$ cat src/rtl/lmap_pkg.sv
package lmap_pkg;

    localparam int MAX_LAYERS = 8;
    localparam int CW_LAYERS  = 4;
    localparam int SHARE_W    = $clog2(CW_LAYERS + 1);

    typedef enum logic {
        ST_IDLE = 1'b0,
        ST_RUN  = 1'b1
    } lmap_state_e;

    // Layers fed by codeword 0: all of them up to four, else the lower half
    function automatic logic [SHARE_W-1:0] share_cw0(input logic [3:0] layers);
        if (layers <= 4'd4) return SHARE_W'(layers);
        return SHARE_W'(layers >> 1);
    endfunction

    // Layers fed by codeword 1: whatever codeword 0 leaves over
    function automatic logic [SHARE_W-1:0] share_cw1(input logic [3:0] layers);
        if (layers <= 4'd4) return '0;
        return SHARE_W'(layers - (layers >> 1));
    endfunction

endpackage

$ cat src/rtl/lmap_cfg_check.sv
module lmap_cfg_check
    import lmap_pkg::*;
#(
    parameter int LEN_W = 12
) (
    input  logic [3:0]         layers,
    input  logic [LEN_W-1:0]   len0,
    input  logic [LEN_W-1:0]   len1,
    output logic [SHARE_W-1:0] n0,
    output logic [SHARE_W-1:0] n1,
    output logic [LEN_W-1:0]   groups,
    output logic               bad
);

    // Division by the small layer shares 1..4
    function automatic logic [LEN_W-1:0] div_share(input logic [LEN_W-1:0] v,
                                                   input logic [SHARE_W-1:0] n);
        case (n)
            SHARE_W'(1): return v;
            SHARE_W'(2): return v >> 1;
            SHARE_W'(3): return v / LEN_W'(3);
            SHARE_W'(4): return v >> 2;
            default:     return '0;
        endcase
    endfunction

    logic [LEN_W-1:0] q0, q1;
    logic             range_ok, even0, even1, match;

    always_comb begin
        n0       = share_cw0(layers);
        n1       = share_cw1(layers);
        q0       = div_share(len0, n0);
        q1       = div_share(len1, n1);
        range_ok = (layers >= 4'd1) && (layers <= 4'd8);
        even0    = (len0 != '0) && ((q0 * LEN_W'(n0)) == len0);
        even1    = (n1 == '0) || ((len1 != '0) && ((q1 * LEN_W'(n1)) == len1));
        match    = (n1 == '0) || (q1 == q0);
        bad      = !(range_ok && even0 && even1 && match);
        groups   = q0;
    end

endmodule

$ cat src/rtl/lmap_gather.sv
module lmap_gather
    import lmap_pkg::*;
#(
    parameter int SW    = 16,
    parameter int SLOTS = 4
) (
    input  logic                       clk,
    input  logic                       rst_n,
    input  logic                       en,
    input  logic [SHARE_W-1:0]         n_slots,
    input  logic                       flush,
    input  logic                       s_valid,
    input  logic [SW-1:0]              s_i,
    input  logic [SW-1:0]              s_q,
    output logic                       s_ready,
    output logic                       grp_full,
    output logic [SLOTS-1:0][SW-1:0]   slot_i,
    output logic [SLOTS-1:0][SW-1:0]   slot_q
);

    localparam int IDX_W = (SLOTS > 1) ? $clog2(SLOTS) : 1;

    typedef struct packed {
        logic [SHARE_W-1:0]         fill;
        logic [SLOTS-1:0][SW-1:0]   si;
        logic [SLOTS-1:0][SW-1:0]   sq;
    } gat_t;

    gat_t cur_q, nxt, cur_d;

    always_comb begin
        nxt     = cur_q;
        s_ready = en && (cur_q.fill < n_slots);
        if (s_ready && s_valid) begin
            nxt.si[cur_q.fill[IDX_W-1:0]] = s_i;
            nxt.sq[cur_q.fill[IDX_W-1:0]] = s_q;
            nxt.fill = cur_q.fill + SHARE_W'(1);
        end
        grp_full = en && (nxt.fill == n_slots);
        slot_i   = nxt.si;
        slot_q   = nxt.sq;
        cur_d    = nxt;
        if (flush || !en) begin
            cur_d.fill = '0;
        end
    end

    always_ff @(posedge clk) begin
        if (!rst_n) cur_q <= '0;
        else        cur_q <= cur_d;
    end

endmodule

$ cat src/rtl/lmap_top.sv
module lmap_top
    import lmap_pkg::*;
#(
    parameter int SW    = 16,
    parameter int LEN_W = 12
) (
    input  logic                                clk,
    input  logic                                rst_n,
    input  logic                                cfg_start,
    input  logic [3:0]                          cfg_layers,
    input  logic [LEN_W-1:0]                    cfg_len0,
    input  logic [LEN_W-1:0]                    cfg_len1,
    input  logic                                cw0_valid,
    input  logic [SW-1:0]                       cw0_i,
    input  logic [SW-1:0]                       cw0_q,
    output logic                                cw0_ready,
    input  logic                                cw1_valid,
    input  logic [SW-1:0]                       cw1_i,
    input  logic [SW-1:0]                       cw1_q,
    output logic                                cw1_ready,
    output logic [MAX_LAYERS-1:0]               out_valid,
    output logic [MAX_LAYERS-1:0][SW-1:0]       out_i,
    output logic [MAX_LAYERS-1:0][SW-1:0]       out_q,
    output logic                                out_last,
    output logic                                cfg_err
);

    localparam int NL     = MAX_LAYERS;
    localparam int LANE_W = $clog2(NL);
    localparam int NCW    = 2;

    typedef struct packed {
        lmap_state_e                st;
        logic [SHARE_W-1:0]         n0;
        logic [SHARE_W-1:0]         n1;
        logic [LEN_W-1:0]           left;
        logic [NL-1:0]              vld;
        logic [NL-1:0][SW-1:0]      li;
        logic [NL-1:0][SW-1:0]      lq;
        logic                       last;
        logic                       err;
    } state_t;

    state_t cur_q, cur_d;

    // Setup check
    logic [SHARE_W-1:0] chk_n0, chk_n1;
    logic [LEN_W-1:0]   chk_groups;
    logic               chk_bad;

    lmap_cfg_check #(.LEN_W(LEN_W)) u_check (
        .layers (cfg_layers),
        .len0   (cfg_len0),
        .len1   (cfg_len1),
        .n0     (chk_n0),
        .n1     (chk_n1),
        .groups (chk_groups),
        .bad    (chk_bad)
    );

    // Per-codeword group collectors
    logic                          run_w;
    logic                          emit;
    logic                          cw_vld   [NCW];
    logic [SW-1:0]                 cw_si    [NCW];
    logic [SW-1:0]                 cw_sq    [NCW];
    logic                          cw_rdy   [NCW];
    logic                          cw_full  [NCW];
    logic [CW_LAYERS-1:0][SW-1:0]  slot_i   [NCW];
    logic [CW_LAYERS-1:0][SW-1:0]  slot_q   [NCW];
    logic [SHARE_W-1:0]            n1_w;

    assign run_w     = (cur_q.st == ST_RUN);
    assign n1_w      = cur_q.n1;
    assign cw_vld[0] = cw0_valid;
    assign cw_si[0]  = cw0_i;
    assign cw_sq[0]  = cw0_q;
    assign cw_vld[1] = cw1_valid;
    assign cw_si[1]  = cw1_i;
    assign cw_sq[1]  = cw1_q;
    assign cw0_ready = cw_rdy[0];
    assign cw1_ready = cw_rdy[1];

    for (genvar c = 0; c < NCW; c++) begin : g_cw
        lmap_gather #(.SW(SW), .SLOTS(CW_LAYERS)) u_gather (
            .clk      (clk),
            .rst_n    (rst_n),
            .en       (run_w),
            .n_slots  ((c == 0) ? cur_q.n0 : cur_q.n1),
            .flush    (emit),
            .s_valid  (cw_vld[c]),
            .s_i      (cw_si[c]),
            .s_q      (cw_sq[c]),
            .s_ready  (cw_rdy[c]),
            .grp_full (cw_full[c]),
            .slot_i   (slot_i[c]),
            .slot_q   (slot_q[c])
        );
    end

    assign emit = run_w && cw_full[0] && cw_full[1];

    always_comb begin
        logic [LANE_W-1:0] lane;
        cur_d      = cur_q;
        cur_d.vld  = '0;
        cur_d.li   = '0;
        cur_d.lq   = '0;
        cur_d.last = 1'b0;
        lane       = '0;
        case (cur_q.st)
            ST_IDLE: begin
                if (cfg_start) begin
                    if (chk_bad) begin
                        cur_d.err = 1'b1;
                    end else begin
                        cur_d.err  = 1'b0;
                        cur_d.n0   = chk_n0;
                        cur_d.n1   = chk_n1;
                        cur_d.left = chk_groups;
                        cur_d.st   = ST_RUN;
                    end
                end
            end
            ST_RUN: begin
                if (emit) begin
                    for (int k = 0; k < CW_LAYERS; k++) begin
                        if (SHARE_W'(k) < cur_q.n0) begin
                            cur_d.vld[k] = 1'b1;
                            cur_d.li[k]  = slot_i[0][k];
                            cur_d.lq[k]  = slot_q[0][k];
                        end
                    end
                    for (int k = 0; k < CW_LAYERS; k++) begin
                        lane = LANE_W'(cur_q.n0) + LANE_W'(k);
                        if (SHARE_W'(k) < cur_q.n1) begin
                            cur_d.vld[lane] = 1'b1;
                            cur_d.li[lane]  = slot_i[1][k];
                            cur_d.lq[lane]  = slot_q[1][k];
                        end
                    end
                    cur_d.left = cur_q.left - LEN_W'(1);
                    if (cur_q.left == LEN_W'(1)) begin
                        cur_d.last = 1'b1;
                        cur_d.st   = ST_IDLE;
                    end
                end
            end
            default: cur_d.st = ST_IDLE;
        endcase
    end

    always_ff @(posedge clk) begin
        if (!rst_n) cur_q <= '0;
        else        cur_q <= cur_d;
    end

    assign out_valid = cur_q.vld;
    assign out_i     = cur_q.li;
    assign out_q     = cur_q.lq;
    assign out_last  = cur_q.last;
    assign cfg_err   = cur_q.err;

endmodule

$ cat config.mk
export PLATFORM = sky130hd
export DESIGN_NAME = lmap_top
export DESIGN_NICKNAME = d
export VERILOG_FILES = /design/src/rtl/lmap_pkg.sv /design/src/rtl/lmap_cfg_check.sv /design/src/rtl/lmap_gather.sv /design/src/rtl/lmap_top.sv
export SDC_FILE = /design/constraint.sdc
export NUM_CORES = 1
export LEC_CHECK = 0
export BUFFER_PORTS_ARGS = -buffer_cell sky130_fd_sc_hd__buf_2
export CELL_PAD_IN_SITES_DETAIL_PLACEMENT = 1
export CELL_PAD_IN_SITES_GLOBAL_PLACEMENT = 1
export CORE_MARGIN = 5
export CORE_UTILIZATION = 48
export CTS_BUF_LIST = sky130_fd_sc_hd__clkbuf_4 sky130_fd_sc_hd__clkbuf_8 sky130_fd_sc_hd__clkbuf_16
export DETAILED_ROUTE_END_ITERATION = 12
export GPL_ROUTABILITY_DRIVEN = 1
export PLACE_DENSITY_LB_ADDON = 0.1
export SETUP_SLACK_MARGIN = 0.15
export SKIP_LAST_GASP = 1
export SYNTH_ARGS = -nofsm -noshare
export SYNTH_HDL_FRONTEND = slang
export SYNTH_SLANG_ARGS = --single-unit
export TNS_END_PERCENT = 30
$ cat constraint.sdc
create_clock -name clk -period 18.1 [get_ports clk]
set_clock_uncertainty 0.2 [all_clocks]
set_input_delay 1.81 -clock clk [delete_from_list [all_inputs] [get_ports clk]]
set_output_delay 1.81 -clock clk [all_outputs]
set_load 0.01 [all_outputs]
# Word-level counts from Yosys, hierarchy flattened
# Cells that the tools add are included.
# W data, S select, Z words.
[word_totals]
reg_bits = 547
latchBits = 0
ramBits = 0
rom_bits = 0
in_bits = 97
output_inout_bits = 268
wordCells = 228
mem_count = 0
[classes]
add_sub_neg = 7
multipliers = 2
div = 2
order_cmp = 25
n_eq_ne = 17
shift = 0
muxes = 96
bitwise = 6
reduce_logical = 32
[ops]
columns = ["op", "n"]
rows = [
  ["$mux W264", 10],
  ["$bwmux W128", 8],
  ["$mux W16", 30],
  ["$mux W277", 1],
  ["$mux W131", 2],
  ["$bwmux W64", 4],
  ["$demux W16 S3", 4],
  ["$pmux W12 S4", 2],
  ["$demux W16 S2", 2],
  ["$mux W19", 2],
  ["$eq A12 B12 Y1", 3],
  ["$div A12 B2 Y12 const B", 2],
  ["$mul A12 B3 Y12", 2],
  ["$or A8 B8 Y8", 3],
  ["$pmux W12 S2", 1],
  ["$reduce_bool A12 Y1", 2],
  ["$mux W1", 21],
  ["$logic_and A1 B1 Y1", 20],
  ["$lt A3 B4 Y1 const B", 4],
  ["$demux W1 S3", 4],
  ["$eq A12 B1 Y1 const B", 1],
  ["$eq A3 B2 Y1 const B", 4],
  ["$ge A3 B1 Y1 const B", 4],
  ["$lt A1 B3 Y1 const A", 4],
  ["other kinds (26)", 47],
]

# Depth between registers and ports, before layout
[depth]
word_depth = 28
ltp_mapped = 36
ltp_nobuf = 31

# Modules after synthesis
# A second synthesis with hierarchy kept.
[unflattened]
cells_unflattened = 4264
hier_area_um2 = 37130.6
[modules_own_cells]
columns = ["mod", "instances", "cells_per_inst", "area_each_um2", "seq_area_each_um2"]
rows = [
  ["lmap_top", 1, 2266, 18183.7, 5705.5],
  ["lmap_gather at g_cw[1].u_gather", 1, 581, 6866.6, 2622.5],
  ["lmap_gather at g_cw[0].u_gather", 1, 576, 6623.9, 2622.5],
  ["lmap_cfg_check", 1, 841, 5456.5, 0.0],
]

# Worst setup path before layout
# No wires, ideal clock.
[synth_timing]
path_kind = "in2reg"
startpoint = "in cfg_len0[6]"
endpoint = "reg cur_q[276] (netlist bit)"
setup_ns = 0.120
t_arrival_ns = 8.154
t_required_ns = 17.780
slack_ns = 9.626
stages = 30
path_buffers = 3
cell_sequence = "buf_2 inv_1 o31ai_1 a2bb2oi_1 nand2_1 a311oi_1 and4_1 buf_2 a21oi_1 ha_1 a311oi_1 o21a_1 nor3_1 nor3_2 a21oi_1 fa_1 ha_1 a21o_1 a21oi_1 o21ai_0 o41ai_1 mux4_2 nor3_1 nand4_1 nor4_1 nand4_1 a21oi_1 buf_2 a21oi_1 o31a_1"
[synth_via]
elab_chain_cells = 10
elab_cells_between_ends = 16
classes_between = "mul: 1; div: 1; eq/ne: 3; mux: 4; reduce/logical: 7"
[synth_rtl]
columns = ["item", "line_no", "source"]
rows = [
  ["start, declared", "lmap_top.sv:11", "input logic [LEN_W-1:0] cfg_len0,"],
  ["$div A12 B2 Y12", "lmap_cfg_check.sv:21", "SHARE_W'(3): return v / LEN_W'(3);"],
  ["$pmux W12 S4", "lmap_cfg_check.sv:18", "case (n)"],
  ["$mul A12 B3 Y12", "lmap_cfg_check.sv:36", "even0 = (len0 != '0) && ((q0 * LEN_W'(n0)) == len0);"],
  ["$eq A12 B12 Y1", "lmap_cfg_check.sv:36", ""],
  ["$logic_and A1 B1 Y1", "lmap_cfg_check.sv:36", ""],
  ["$logic_and A1 B1 Y1 (3 in series)", "lmap_cfg_check.sv:39", "bad = !(range_ok && even0 && even1 && match);"],
  ["$ne A2 B1 Y1 (no source line)", "--", ""],
  ["$reduce_and A3 Y1 (no source line)", "--", ""],
  ["end signal, assigned", "lmap_top.sv:155", "else cur_q <= cur_d;"],
  ["end, declared", "lmap_top.sv:44", "state_t cur_q, cur_d;"],
]
# Several ways; a longest one is shown, not always the timed one. The select of a mux whose other input is x is not followed.
# A chain may end at the register's enable or synchronous reset.

# Worst setup path after layout
[layout_timing]
startpoint = "in cfg_len0[10]"
endpoint = "reg cur_q[277] (netlist bit)"
# The elaborated chain is that of the path after synthesis.

==> results_dict.tcl <==
set metrics [dict create \
    die_h_um 271 \
    routed_wl_um 138000 \
    layout_min_cycle_time_ns 9.72 \
    cts_hold_buf 0 \
    core_area_um2 67300 \
    cts_max_level 2 \
    critPathLaunchType "primary input" \
    worstSetupPathType "primary input to flop" \
    nets 4008 \
    synth_area_um2 32600 \
    drive_gt1_frac 0.185 \
    switching_share 0.255 \
    synth_seq_cells 547 \
    ant_nets 0 \
    synth_edf_count 0 \
    met1_usage 0.475 \
    power.static_leakage_nw 14.6 \
    cap_violations 0 \
    synth_fp_nets 4111 \
    power_density_nw_per_um2 80.2 \
    track_usage 0.351 \
    switching_power_mw 0.716 \
    cts.sinks 547 \
    netlist_instances 3947 \
    clock_latency_ns 0.64 \
    cts_root_buf "clkbuf_16" \
    cp_max_fo 24 \
    power_frac_comb 0.091 \
    slew_headroom 0.0903 \
    dp.cells 4656 \
    rsz0062_at_grt "no" \
    ys_seq_area_frac 0.336 \
    dr.first_iter.drc_count 3480 \
    place.gp.congestion 0.959 \
    tns_ns 0 \
    final_core_util 0.520 \
    vias 32100 \
    grt_pass1_wl_um 204000 \
    fin_ws_ns 8.38 \
    numCtsBuffers 59 \
    async_reset_ff_frac 0 \
    grt_pass1_vias 31900 \
    p_int_mw 2.09 \
    synth_area_per_cell_um2 8.26 \
    wl_per_cell_um 28.8 \
    status "completed" \
    routed_via_density 6.71 \
    antenna_found_initial 19 \
    setup-violations-final 0 \
    cp_common_cell "a21oi_1" \
    required_ns 18.42 \
    final_common_cell "nor2_1" \
    cts_tree "built" \
    drt_pre_antenna_iters 6 \
    clkTransAtPathRegs_ns 0.06 \
    final_cell_mix "613 x nor2_1, 546 x dfxtp_1, 364 x buf_2, 275 x o22ai_1, 232 x mux2i_1" \
    dp_hpwl_um 95600 \
    cpPeakStageDelay_ns 0.62 \
    final-hold-violation-count 0 \
    pre_cts_slack_ns 7.86 \
    crit_arrival_ns 10.04 \
    cts-resized-gates 0 \
    cts_setup_buffers 0 \
    grt_busiest_layer "met2" \
    met3_usage 0.0767 \
    slew_violations 0 \
    drcViolationCount 0 \
    fp-row-count 95 \
    worst_pin_slew_ns 1.33 \
    worstSetupEndpointType "flop" \
    grt_max_degree 173 \
    fill_cells 7981 \
    clock_path_buffers 3 \
    grt-ovfl-total 0 \
    p_clk_frac 0.481 \
    p_seq_frac 0.429 \
    instances_no_fill 4779 \
    numPortBuffers 364 \
    die-width_um 271 \
    fmax_mhz 103 \
    use_met2 0.555 \
    syn_to_final_growth_pct 7.37 \
    dieArea_um2 73200 \
    yosys_warnings 0 \
    post-route-period-util 0.537 \
    path_buf_inv 2 \
    synth_cell_type_count 110 \
    start_util 0.485 \
    cp_top_family "compound AO/OA/AOI/OAI gates" \
    ios 365 \
    crit_slowest_cell "o41ai_1" \
    hp-class "flop to flop" \
    peakVddDrop_v 0.0000683 \
    total_power_mw 2.81 \
    yosys_most_used_dff "dfxtp_1" \
]
tightest hold or removal path, stage by stage (launching register included):
cell     delay, ns
dfxtp_1       0.30
mux2i_1       0.08
nor2_1        0.09
area by class of cell:
class	count	area, um2	share of cell area
Multi-Input combinational cell	2731	18200	0.519
Sequential cell	547	11000	0.313
Timing Repair Buffer	423	2280	0.0650
Clock buffer	78	1700	0.0486
Tap cell	873	1090	0.0312
Clock inverter	34	480	0.0137
Inverter	82	313	0.00893
Antenna cell	11	27.5	0.000786
power by group through the flow:
stage          Clock (mW)  Combinational [mW]  Sequential (mW)
2_1_floorplan           0               0.174             1.23
6_report             1.35               0.254             1.20
4_1_cts              1.36               0.250             1.20
3_3_place_gp            0               0.242             1.23
3_5_place_dp            0               0.250             1.23
5_1_grt              1.41               0.275             1.20
registers in the layout, summed over array words and instances, names as in the netlist:
name and cells:
n1_w 3, cur_q 15, g_cw.u_gather.cur_q 262, out_q 128, out_last 1, out_i 128, out_valid 8, cfg_err 1
run_w 1
routing by layer:
metal,wire length (um),up-vias
li1,-,14000
met2,61500,1837
met4,4640,8
met3,14000,313
met1,57300,16000
met5,57,-
metrics by stage:
step,area (um2),hold slack [ns]
6_report,35000,0.307
5_1_grt,35000,0.329
4_1_cts,35000,0.306
3_5_place_dp,32800,0.291
3_3_place_gp,32800,0.276
2_1_floorplan,32600,0.260
Yosys cell counts (all sizes together), types with 45 or more instances:
library cell,instances,share of area
clkbuf,247,0.028
and2,55,0.011
nand2,238,0.027
inv,79,0.0091
a21oi,141,0.022
o22ai,275,0.053
ha,46,0.018
xnor2,45,0.013
nand3,55,0.0084
nor2,618,0.071
a211oi,124,0.029
o21ai,109,0.017
a221oi,92,0.025
nor3,50,0.0080
mux2i,232,0.071
dfxtp,547,0.34
buf,340,0.073
o221ai,66,0.018
mux2,96,0.033
a311oi,55,0.015
path summary, 6_finish.rpt:
| kind | startpoint | endpoint | slack [ns] | depth (start not counted) |
|---|---|---|---|---|
| worst max register to register | cur_q[282] | out_q[63] | 11.98 | 13 |
| worst min-delay path | g_cw[0].u_gather.cur_q[70] | g_cw[0].u_gather.cur_q[70] | 0.31 | 2 |
| worst max-delay path | cfg_len0[10] | cur_q[277] | 8.38 | 29 |
| worst min register to register | g_cw[0].u_gather.cur_q[70] | g_cw[0].u_gather.cur_q[70] | 0.31 | 2 |
kinds of logic after synthesis:
group / Yosys count / share of synthesized area
mux: 329 / 0.105
buf+inv: 669 / 0.111
flops: 547 / 0.336
simple gates: 1186 / 0.163
xor+xnor: 76 / 0.0211
fa+ha+maj: 67 / 0.0305
compound gates: 1073 / 0.233
Note: power is estimated with default switching activity, not from simulation.
